File: config.mk
export PLATFORM = sky130hd
export DESIGN_NAME = i2c_addr_detect
export DESIGN_NICKNAME = d
export VERILOG_FILES = /design/src/rtl/i2c_adet_pkg.sv /design/src/rtl/i2c_adet_sync.sv /design/src/rtl/i2c_adet_shifter.sv /design/src/rtl/i2c_adet_flags.sv /design/src/rtl/i2c_addr_detect.sv
export SDC_FILE = /design/constraint.sdc
export NUM_CORES = 1
export LEC_CHECK = 0
export BUFFER_PORTS_ARGS = -buffer_cell sky130_fd_sc_hd__buf_2
export CORE_MARGIN = 2
export CORE_UTILIZATION = 53
export CTS_CLUSTER_DIAMETER = 40
export DETAILED_ROUTE_END_ITERATION = 16
export HOLD_SLACK_MARGIN = 0.1
export PLACE_DENSITY_LB_ADDON = 0.15
export RECOVER_POWER = 50
export SYNTH_ARGS = -nofsm -noshare
export SYNTH_HDL_FRONTEND = slang
export SYNTH_SLANG_ARGS = --single-unit
File: constraint.sdc
create_clock -name clk -period 2 [get_ports clk]
set_clock_uncertainty 0.1 [all_clocks]
set_input_delay 0.2 -clock clk [delete_from_list [all_inputs] [get_ports clk]]
set_output_delay 0.2 -clock clk [all_outputs]
set_load 0.05 [all_outputs]
File: src/rtl/i2c_adet_pkg.sv
package i2c_adet_pkg;

    localparam int BYTE_W = 8;
    localparam int ADDR_W = 7;
    localparam int CNT_W  = $clog2(BYTE_W + 2);

    typedef struct packed {
        logic start;
        logic stop;
        logic rise;
        logic fall;
        logic sda;
    } bus_ev_t;

    typedef struct packed {
        logic match;
        logic ext;
        logic rw;
    } addr_class_t;

    typedef enum logic [1:0] {
        PH_IDLE     = 2'd0,
        PH_ADDR     = 2'd1,
        PH_DATA     = 2'd2,
        PH_RELEASED = 2'd3
    } phase_e;

    function automatic addr_class_t classify(input logic [BYTE_W-1:0] b,
                                             input logic [ADDR_W-1:0] own);
        addr_class_t c;
        c.match = (b[BYTE_W-1:1] == own);
        c.ext   = (b[BYTE_W-1:BYTE_W-4] == 4'b0000) ||
                  (b[BYTE_W-1:BYTE_W-4] == 4'b1111);
        c.rw    = b[0];
        return c;
    endfunction

endpackage

File: src/rtl/i2c_adet_sync.sv
module i2c_adet_sync
    import i2c_adet_pkg::*;
#(
    parameter int STAGES = 2
) (
    input  logic    clk,
    input  logic    rst,
    input  logic    scl_in,
    input  logic    sda_in,
    output bus_ev_t ev
);
    logic [1:0] raw;
    logic [1:0] lvl;
    logic [1:0] prev;

    assign raw = {scl_in, sda_in};

    for (genvar ln = 0; ln < 2; ln++) begin : g_line
        logic [STAGES-1:0] chain;
        always_ff @(posedge clk) begin
            if (rst) begin
                chain    <= '1;
                prev[ln] <= 1'b1;
            end else begin
                chain    <= {chain[STAGES-2:0], raw[ln]};
                prev[ln] <= chain[STAGES-1];
            end
        end
        assign lvl[ln] = chain[STAGES-1];
    end

    always_comb begin
        ev.start = lvl[1] && prev[1] && !lvl[0] &&  prev[0];
        ev.stop  = lvl[1] && prev[1] &&  lvl[0] && !prev[0];
        ev.rise  = lvl[1] && !prev[1];
        ev.fall  = !lvl[1] && prev[1];
        ev.sda   = lvl[0];
    end

endmodule

File: src/rtl/i2c_adet_shifter.sv
module i2c_adet_shifter
    import i2c_adet_pkg::*;
(
    input  logic              clk,
    input  logic              rst,
    input  bus_ev_t           ev,
    input  logic              en,
    output logic [BYTE_W-1:0] shreg,
    output logic              byte_done
);
    logic [CNT_W-1:0] cnt;

    always_ff @(posedge clk) begin
        if (rst) begin
            cnt   <= '0;
            shreg <= '0;
        end else if (ev.start) begin
            cnt <= '0;
        end else if (en) begin
            if (ev.rise && cnt <= CNT_W'(BYTE_W)) begin
                shreg <= {shreg[BYTE_W-2:0], ev.sda};
                cnt   <= cnt + 1'b1;
            end else if (ev.fall && cnt == CNT_W'(BYTE_W + 1)) begin
                cnt <= '0;
            end
        end
    end

    assign byte_done = en && ev.fall && (cnt == CNT_W'(BYTE_W));

    AST_CNT_BOUND: assert property (@(posedge clk) disable iff (rst)
        cnt <= CNT_W'(BYTE_W + 1));

endmodule

File: src/rtl/i2c_adet_flags.sv
module i2c_adet_flags
    import i2c_adet_pkg::*;
(
    input  logic              clk,
    input  logic              rst,
    input  logic              start,
    input  logic              addr_done,
    input  logic              data_done,
    input  addr_class_t       cls,
    input  logic [BYTE_W-1:0] rx_byte,
    input  logic              tx_en,
    input  logic [BYTE_W-1:0] tx_byte,
    input  logic              flag_clr,
    input  logic              release_req,
    output logic              irq,
    output logic              match_q,
    output logic              ext_q,
    output logic              rw_q,
    output logic              active_q,
    output logic              txerr_q
);
    always_ff @(posedge clk) begin
        if (rst) begin
            irq      <= 1'b0;
            match_q  <= 1'b0;
            ext_q    <= 1'b0;
            rw_q     <= 1'b0;
            active_q <= 1'b0;
            txerr_q  <= 1'b0;
        end else begin
            irq <= 1'b0;
            if (start) begin
                match_q  <= 1'b0;
                ext_q    <= 1'b0;
                txerr_q  <= 1'b0;
                active_q <= 1'b0;
            end else begin
                if (flag_clr) begin
                    match_q <= 1'b0;
                    ext_q   <= 1'b0;
                    txerr_q <= 1'b0;
                end
                if (release_req)
                    active_q <= 1'b0;
                if (addr_done) begin
                    match_q <= cls.match;
                    ext_q   <= cls.ext;
                    if (cls.match || cls.ext) begin
                        rw_q     <= cls.rw;
                        active_q <= 1'b1;
                        irq      <= 1'b1;
                    end
                end
                if (data_done && active_q && tx_en && (rx_byte != tx_byte))
                    txerr_q <= 1'b1;
            end
        end
    end

    AST_IRQ_ONE_CYCLE: assert property (@(posedge clk) disable iff (rst)
        irq |=> !irq);
    AST_IRQ_HAS_FLAG: assert property (@(posedge clk) disable iff (rst)
        irq |-> (match_q || ext_q));
    AST_IRQ_ACTIVE: assert property (@(posedge clk) disable iff (rst)
        irq |-> active_q);

endmodule

File: src/rtl/i2c_addr_detect.sv
module i2c_addr_detect
    import i2c_adet_pkg::*;
#(
    parameter int SYNC_STAGES = 2
) (
    input  logic              clk,
    input  logic              rst,
    input  logic              scl_in,
    input  logic              sda_in,
    input  logic [ADDR_W-1:0] own_addr,
    input  logic              tx_en,
    input  logic [BYTE_W-1:0] tx_byte,
    input  logic              release_req,
    input  logic              flag_clr,
    output logic              irq,
    output logic              addr_match,
    output logic              ext_code,
    output logic              rw_dir,
    output logic              slave_active,
    output logic              tx_err
);
    bus_ev_t           ev;
    phase_e            phase;
    logic [BYTE_W-1:0] shreg;
    logic              byte_done;
    logic              shift_en;
    logic              addr_done;
    logic              data_done;
    addr_class_t       cls;

    i2c_adet_sync #(.STAGES(SYNC_STAGES)) u_sync (
        .clk    (clk),
        .rst    (rst),
        .scl_in (scl_in),
        .sda_in (sda_in),
        .ev     (ev)
    );

    assign shift_en = (phase == PH_ADDR) || (phase == PH_DATA);

    i2c_adet_shifter u_shift (
        .clk       (clk),
        .rst       (rst),
        .ev        (ev),
        .en        (shift_en),
        .shreg     (shreg),
        .byte_done (byte_done)
    );

    always_ff @(posedge clk) begin
        if (rst)
            phase <= PH_IDLE;
        else if (ev.start)
            phase <= PH_ADDR;
        else if (ev.stop)
            phase <= PH_IDLE;
        else if (release_req && phase != PH_IDLE)
            phase <= PH_RELEASED;
        else if (byte_done && phase == PH_ADDR)
            phase <= PH_DATA;
    end

    assign cls       = classify(shreg, own_addr);
    assign addr_done = byte_done && (phase == PH_ADDR) && !release_req && !ev.start;
    assign data_done = byte_done && (phase == PH_DATA) && !release_req && !ev.start;

    i2c_adet_flags u_flags (
        .clk         (clk),
        .rst         (rst),
        .start       (ev.start),
        .addr_done   (addr_done),
        .data_done   (data_done),
        .cls         (cls),
        .rx_byte     (shreg),
        .tx_en       (tx_en),
        .tx_byte     (tx_byte),
        .flag_clr    (flag_clr),
        .release_req (release_req),
        .irq         (irq),
        .match_q     (addr_match),
        .ext_q       (ext_code),
        .rw_q        (rw_dir),
        .active_q    (slave_active),
        .txerr_q     (tx_err)
    );

    AST_EXT_NIBBLE: assert property (@(posedge clk) disable iff (rst)
        $rose(ext_code) |-> (shreg[7:4] == 4'b0000 || shreg[7:4] == 4'b1111));
    AST_MATCH_ADDR: assert property (@(posedge clk) disable iff (rst)
        $rose(addr_match) |-> (shreg[7:1] == $past(own_addr)));
    AST_RELEASED_QUIET: assert property (@(posedge clk) disable iff (rst)
        (phase == PH_RELEASED) |-> (!irq && !slave_active));
    AST_TXERR_DATA_ONLY: assert property (@(posedge clk) disable iff (rst)
        $rose(tx_err) |-> ($past(phase) == PH_DATA));
    AST_IDLE_NO_IRQ: assert property (@(posedge clk) disable iff (rst)
        ($past(phase) == PH_IDLE) |-> !irq);

endmodule

* Word level (Yosys, flattened, before mapping)
Index checks and enable logic that the tools add are counted.
** Storage, ports and cells
- Logic and storage cells :: 82
- Input port bits :: 22
- Bits in registers :: 26
- Output and inout bits :: 6
** Cells by class
- Order comparisons :: 1
- Muxes and demuxes :: 14
- Reductions and logical operators :: 43
- Bitwise operators :: 2
- Add/subtract/negate cells :: 1
- Equal/unequal tests :: 7
** Operators by type and width (number)
- $logic_and 1x1->1 :: 21
- $eq 4x4->1 const B :: 3
- $mux 1 :: 10
- $reduce_bool 2->1 :: 5
- $mux 4 :: 2
- $ne 8x8->1 :: 1
- $eq 7x7->1 :: 1
- $logic_not 1->1 :: 6
- $reduce_and 3->1 :: 2
- $reduce_or 3->1 :: 2
- $add 4x1->4 const B :: 1
- $le 4x4->1 const B :: 1
- $logic_not 4->1 :: 1
- $mux 2 :: 2
- $reduce_bool 4->1 :: 1
- $logic_or 1x1->1 :: 3
- $eq 2x1->1 const B :: 1
- $eq 2x2->1 const B :: 1
- $not 1->1 :: 2
- $reduce_and 2->1 :: 1
- $reduce_or 2->1 :: 1

* Logic depth before layout (Yosys ltp)
- Word-level depth :: 11
- Gate-level depth with buffers :: 7

* Cells and area by module
A second synthesis with hierarchy kept.
** Unflattened totals
- Cells, all modules :: 148
- Area total of the unflattened synthesis :: 1353.8 um^2
** By module, submodules not included
- i2c_adet_shifter :: sequential area each 240.2 um^2, area an instance 591.8 um^2, instances 1, cells an instance 66
- i2c_adet_flags :: sequential area each 120.1 um^2, area an instance 324.1 um^2, instances 1, cells an instance 36
- i2c_addr_detect :: sequential area each 40.0 um^2, area an instance 240.2 um^2, instances 1, cells an instance 29
- i2c_adet_sync :: sequential area each 120.1 um^2, area an instance 197.7 um^2, instances 1, cells an instance 17

* Worst setup path after synthesis
No wires, ideal clock.
- Path kind :: register -> register
- Start :: register phase[0]
- End :: register u_shift.cnt[1]
- Buffers on the path :: 0
- Stages on the path, launching flop included :: 7
- Clock period less this slack :: 1722 ps
- Setup time :: 125 ps
- Path slack :: 278 ps
- Arrival time :: 1497 ps
- Cell sequence :: dfxtp_1 > inv_1 > ha_1 > nand3_2 > or4b_4 > nand3b_1 > a21oi_1
** On the way
- Cells in the longest elaborated chain, start to end :: 3
** Ends and longest elaborated chain
- start, declared :: RTL line i2c_addr_detect.sv:23 : phase_e phase;
- start signal, assigned :: RTL line i2c_addr_detect.sv:52 : phase <= PH_IDLE;
- start signal, assigned :: RTL line i2c_addr_detect.sv:54 : phase <= PH_ADDR;
- start signal, assigned :: RTL line i2c_addr_detect.sv:56 : phase <= PH_IDLE;
- $eq 2x1->1 / $eq 2x2->1 (equally long branches) :: RTL line i2c_addr_detect.sv:39 : assign shift_en = (phase == PH_ADDR) || (phase == PH_DATA);
- $logic_or 1x1->1 (*) :: RTL line i2c_addr_detect.sv:39
- $reduce_and 2->1 (no line) (*)
- end signal, assigned :: RTL line i2c_adet_shifter.sv:22 : cnt <= cnt + 1'b1;
- end, declared :: RTL line i2c_adet_shifter.sv:11 : logic [CNT_W-1:0] cnt;
Every way passes the cells marked *; elsewhere a longest branch is shown, timed or not.
A chain may end at the register's enable or synchronous reset.

* Worst setup path after layout
- Start :: register u_shift.cnt[0]
- End :: register u_flags.match_q
** On the way
- Cells in the longest elaborated chain, start to end :: 6
** Ends and longest elaborated chain
- $eq 4x4->1 (*) :: RTL line i2c_adet_shifter.sv:29 : assign byte_done = en && ev.fall && (cnt == CNT_W'(BYTE_W));
- $logic_and 1x1->1 (*) :: RTL line i2c_adet_shifter.sv:29
- $logic_and 1x1->1 (*) (3 in a row) :: RTL line i2c_addr_detect.sv:64 : assign addr_done = byte_done && (phase == PH_ADDR) && !release_req && !ev.start;
- $mux 1 / $reduce_bool 2->1 (equally long branches)
- end signal, assigned :: RTL line i2c_adet_flags.sv:46 : match_q <= cls.match;
- end, declared :: RTL line i2c_adet_flags.sv:16 : output logic match_q,
Marks and branches as above.

==> summary.md <==
| Metric | Value |
|---|---|
| Syn nets | 168 |
| Post-CTS sizing | 0 |
| Adder-cell area share of the yosys netlist | 5.57% |
| Yosys reg bits | 26 |
| Setup_tns | 0 ns |
| Starting DRT DRC Count | 20 |
| Compound-Gate Fraction of Synth Area | under 10% |
| Syn. warnings | 0 |
| WL per Instance | between 10 and 15 um |
| H-tree depth | 1 |
| CP required | around 2.2 ns |
| Worst Setup SP | u_shift.cnt[0]$_SDFFE_PP0P_ |
| Max Freq | about 530 MHz |
| Clk sinks | 26 |
| First-pass GRT wire length | about 4400 um |
| Max Root-Sink Buffers | 2 |
| Yosys cell types | 38 |
| Hold Startpoint | release_req |
| Core area | 2430 sq um |
| Element type at the critical path end | register |
| RSZ-0062 raised after global routing | false |
| Critical path class | register to register |
| Largest net degree at the start of global routing | 21 |
| Net count, final | roughly 200 |
| Worst EP arrival | between 2 and 2.5 ns |
| Clock Latency Late Sink | 0.33 ns |
| Most used DFF post-synth | dfxtp_1 |
| Crit-path slowest cell | dfxtp_1 |
| Clk root buf | clkbuf_4 |
| Worst reg2reg path startpoint | u_shift.cnt[0]$_SDFFE_PP0P_ |
| Clk pin slew, worst setup/hold paths | ~0.14 ns |
| Fraction of synthesized area in multiplexers | 5.94% |
| Routed Antenna Nets | 0 |
| GRT overflow | 0 |
| Post-synth EDFFs | 0 |
| Worst slew margin | approximately three fifths |
| Port bufs | 27 |
| Leakage | a little under 0.6 nW |
| Vias in the first global route | 1,015 |
| Total CTS buffers | 3 |
| Number of cell rows | 18 |
| Critical path, cell by cell | inv_1, ha_1, nand4bb_1, nor4_4, clkbuf_2, or3b_1, a21oi_1 |
| Ant diodes | 0 |
| Sequential-to-total area share from yosys stat | 38.6% |
| Final cycle utilization of the critical path | a little over nine tenths |
| Vias | 1,101 |
| Gr usage total | between 20% and 30% |
| Slew @ Worst Pin | around 0.60 ns |
| IO Count | 28 |
| Critical path startpoint category | register |
| Final Slew Violations | 0 |
| XOR/XNOR Fraction of Synth Area | between 10 and 15% |
| Syn Area/Cell | a little under 10 sq um |
| Die area | about 3000 sq um |
| Synth Area in Simple Gates | a little over a quarter |
| VDD IR-drop max | 541 uV |
| Post-detail-place hpwl | about 2100 um |
| Total power | ~0.00088 W |
| Placer Congestion | about 0.84 |
| Layout cell share with drive strength beyond 1 | about a quarter |
| Status | complete, no violations |
| Die Ht | between 50 and 60 um |
| Antenna violations before repair | 0 |
| Final hold vios | 0 |
| Via density | about 5.5 |
| Area of the mapped netlist | approximately 1300 sq um |
| Inst Count DP | about 200 |
| Worst hold path type | input port to register |
| Minimum clock period | 1.87 ns |
| Synth-to-layout area growth | 16.2% |
| DRC viols | 0 |
| Max cap viols | 0 |
| Main combinational cell family by area after synthesis | simple AND/OR/NAND/NOR gates |
| PD cells | between 500 and 600 nW/um^2 |
| Final Non-Filler Cells | 202 |
| Overall routed net length | approximately 2800 um |
| Fillers | approximately 220 |
| CP Max Fanout | 9 |
| Slowest stage delay, CP | ~0.44 ns |
| Initial core utilization | 55.4% |
| Async SR Flop Fraction | 0% |
| Post-Syn Instances | 140 |
| Die X-Extent | between 50 and 60 um |
| TritonRoute pass-1 iters | 4 |
| Setup-failing EPs final | 0 |
| TritonCTS clock tree | done |
cell families after synthesis:
kind of cell / count (synthesis)
xor+xnor: 17
mux: 8
compound gates: 17
simple gates: 57
fa+ha+maj: 6
flops: 26
buf+inv: 9
registers in the layout, summed over array words and instances (netlist names):
register and flops:
u_flags.irq 1, u_flags.match_q 1, u_shift.shreg 8, phase 2, u_flags.txerr_q 1, u_flags.active_q 1, u_shift.cnt 4, u_sync.g_line.chain 4
u_flags.ext_q 1, u_sync.prev 2, u_flags.rw_q 1
synth_stat cells (2+ instances only):
library cell	n	area, sq um
a21oi_1	6	30.0
nand2_1	6	22.5
or2_2	6	37.5
inv_1	5	18.8
nand3b_1	2	15.0
o2111ai_1	2	17.5
nand3_1	2	10.0
nand2b_1	4	25.0
nor2b_1	3	18.8
nand4_1	4	25.0
or3b_1	2	17.5
dfxtp_1	26	521
o22ai_1	2	12.5
xnor2_1	10	87.6
nor3_1	5	25.0
xor2_1	7	61.3
nor2_1	13	48.8
ha_1	6	75.1
clkbuf_1	3	11.3
mux2i_1	8	80.1
metal layers:
layer / wire length [um] / share of wire, % / vias to the layer above / GRT usage (%)
li1: - / - / 557 / -
met5: 0 / 0 / - / 0
met1: 1270 / 46 / 500 / 26.6
met3: 118 / 4.3 / 8 / 2.46
met4: 55 / 2.0 / 0 / 10.0
met2: 1320 / 48 / 36 / 35.5
worst max-delay path: cells and delay by family (launching register included):
family | cells | cell delay [ns]
AND/OR/NAND/NOR | 3 | 0.63
AO/OA/AOI/OAI | 1 | 0.15
flip-flops | 1 | 0.44
buffers and inverters | 2 | 0.25
adder cells (fa/ha/maj) | 1 | 0.24
report_power, final:
group | switching (W) | leakage, nW | internal, W | total (W)
registers | 0.00000972 | 0.211 | 0.000528 | 0.000538
logic | 0.0000556 | 0.363 | 0.0000536 | 0.000109
clock network | 0.000158 | 0.0138 | 0.0000709 | 0.000229
cells in the final DEF, fill, tap and decap left out, types with 4 or more instances in the layout:
cell / n
a21oi_1: 6
or2_2: 6
mux2i_1: 8
nor3_1: 5
clkbuf_1: 6
dfxtp_1: 26
ha_1: 6
buf_2: 21
nand2b_1: 4
nand4_1: 4
inv_1: 5
xor2_1: 7
xnor2_1: 10
nor2_1: 13
nand2_1: 6
cell type report:
class	count	area, sq um	share of cell area, %
Sequential cell	26	520	33.2
Inverter	5	18.8	1.20
Clock buffer	3	22.5	1.44
Tap cell	30	37.5	2.40
Multi-Input combinational cell	105	790	50.4
Timing Repair Buffer	33	178	11.3
through the flow:
step | setup WS [ns] | util [%] | cell area (sq um) | hold slack [ns]
2_1_floorplan | 0.278 | - | 1350 | 0.204
3_3_place_gp | 0.235 | 62.3 | 1520 | 0.286
3_5_place_dp | 0.157 | 62.3 | 1520 | 0.288
4_1_cts | 0.134 | 64.5 | 1570 | 0.118
5_1_grt | 0.0162 | 64.4 | 1570 | 0.161
6_report | 0.128 | 64.4 | 1570 | 0.129
worst paths after layout:
check / end / slack (ns) / cells past startpoint
hold / removal: u_flags.active_q$_SDFF_PP0_ / 0.13 / 4
setup / recovery: u_flags.match_q$_SDFFE_PP0P_ / 0.13 / 7
setup reg to reg: u_flags.match_q$_SDFFE_PP0P_ / 0.13 / 7
hold reg to reg: u_sync.g_line[0].chain[1]$_SDFF_PP1_ / 0.33 / 1
timing repair:
item | 4_1_cts | 5_1_grt
hold buffers | 3 | 0
setup buffers | 0 | 1
endpoints found under the setup margin | 0 | 3
endpoints found under the hold margin | 5 | 0
No activity file was read; power rests on OpenSTA's default activity.
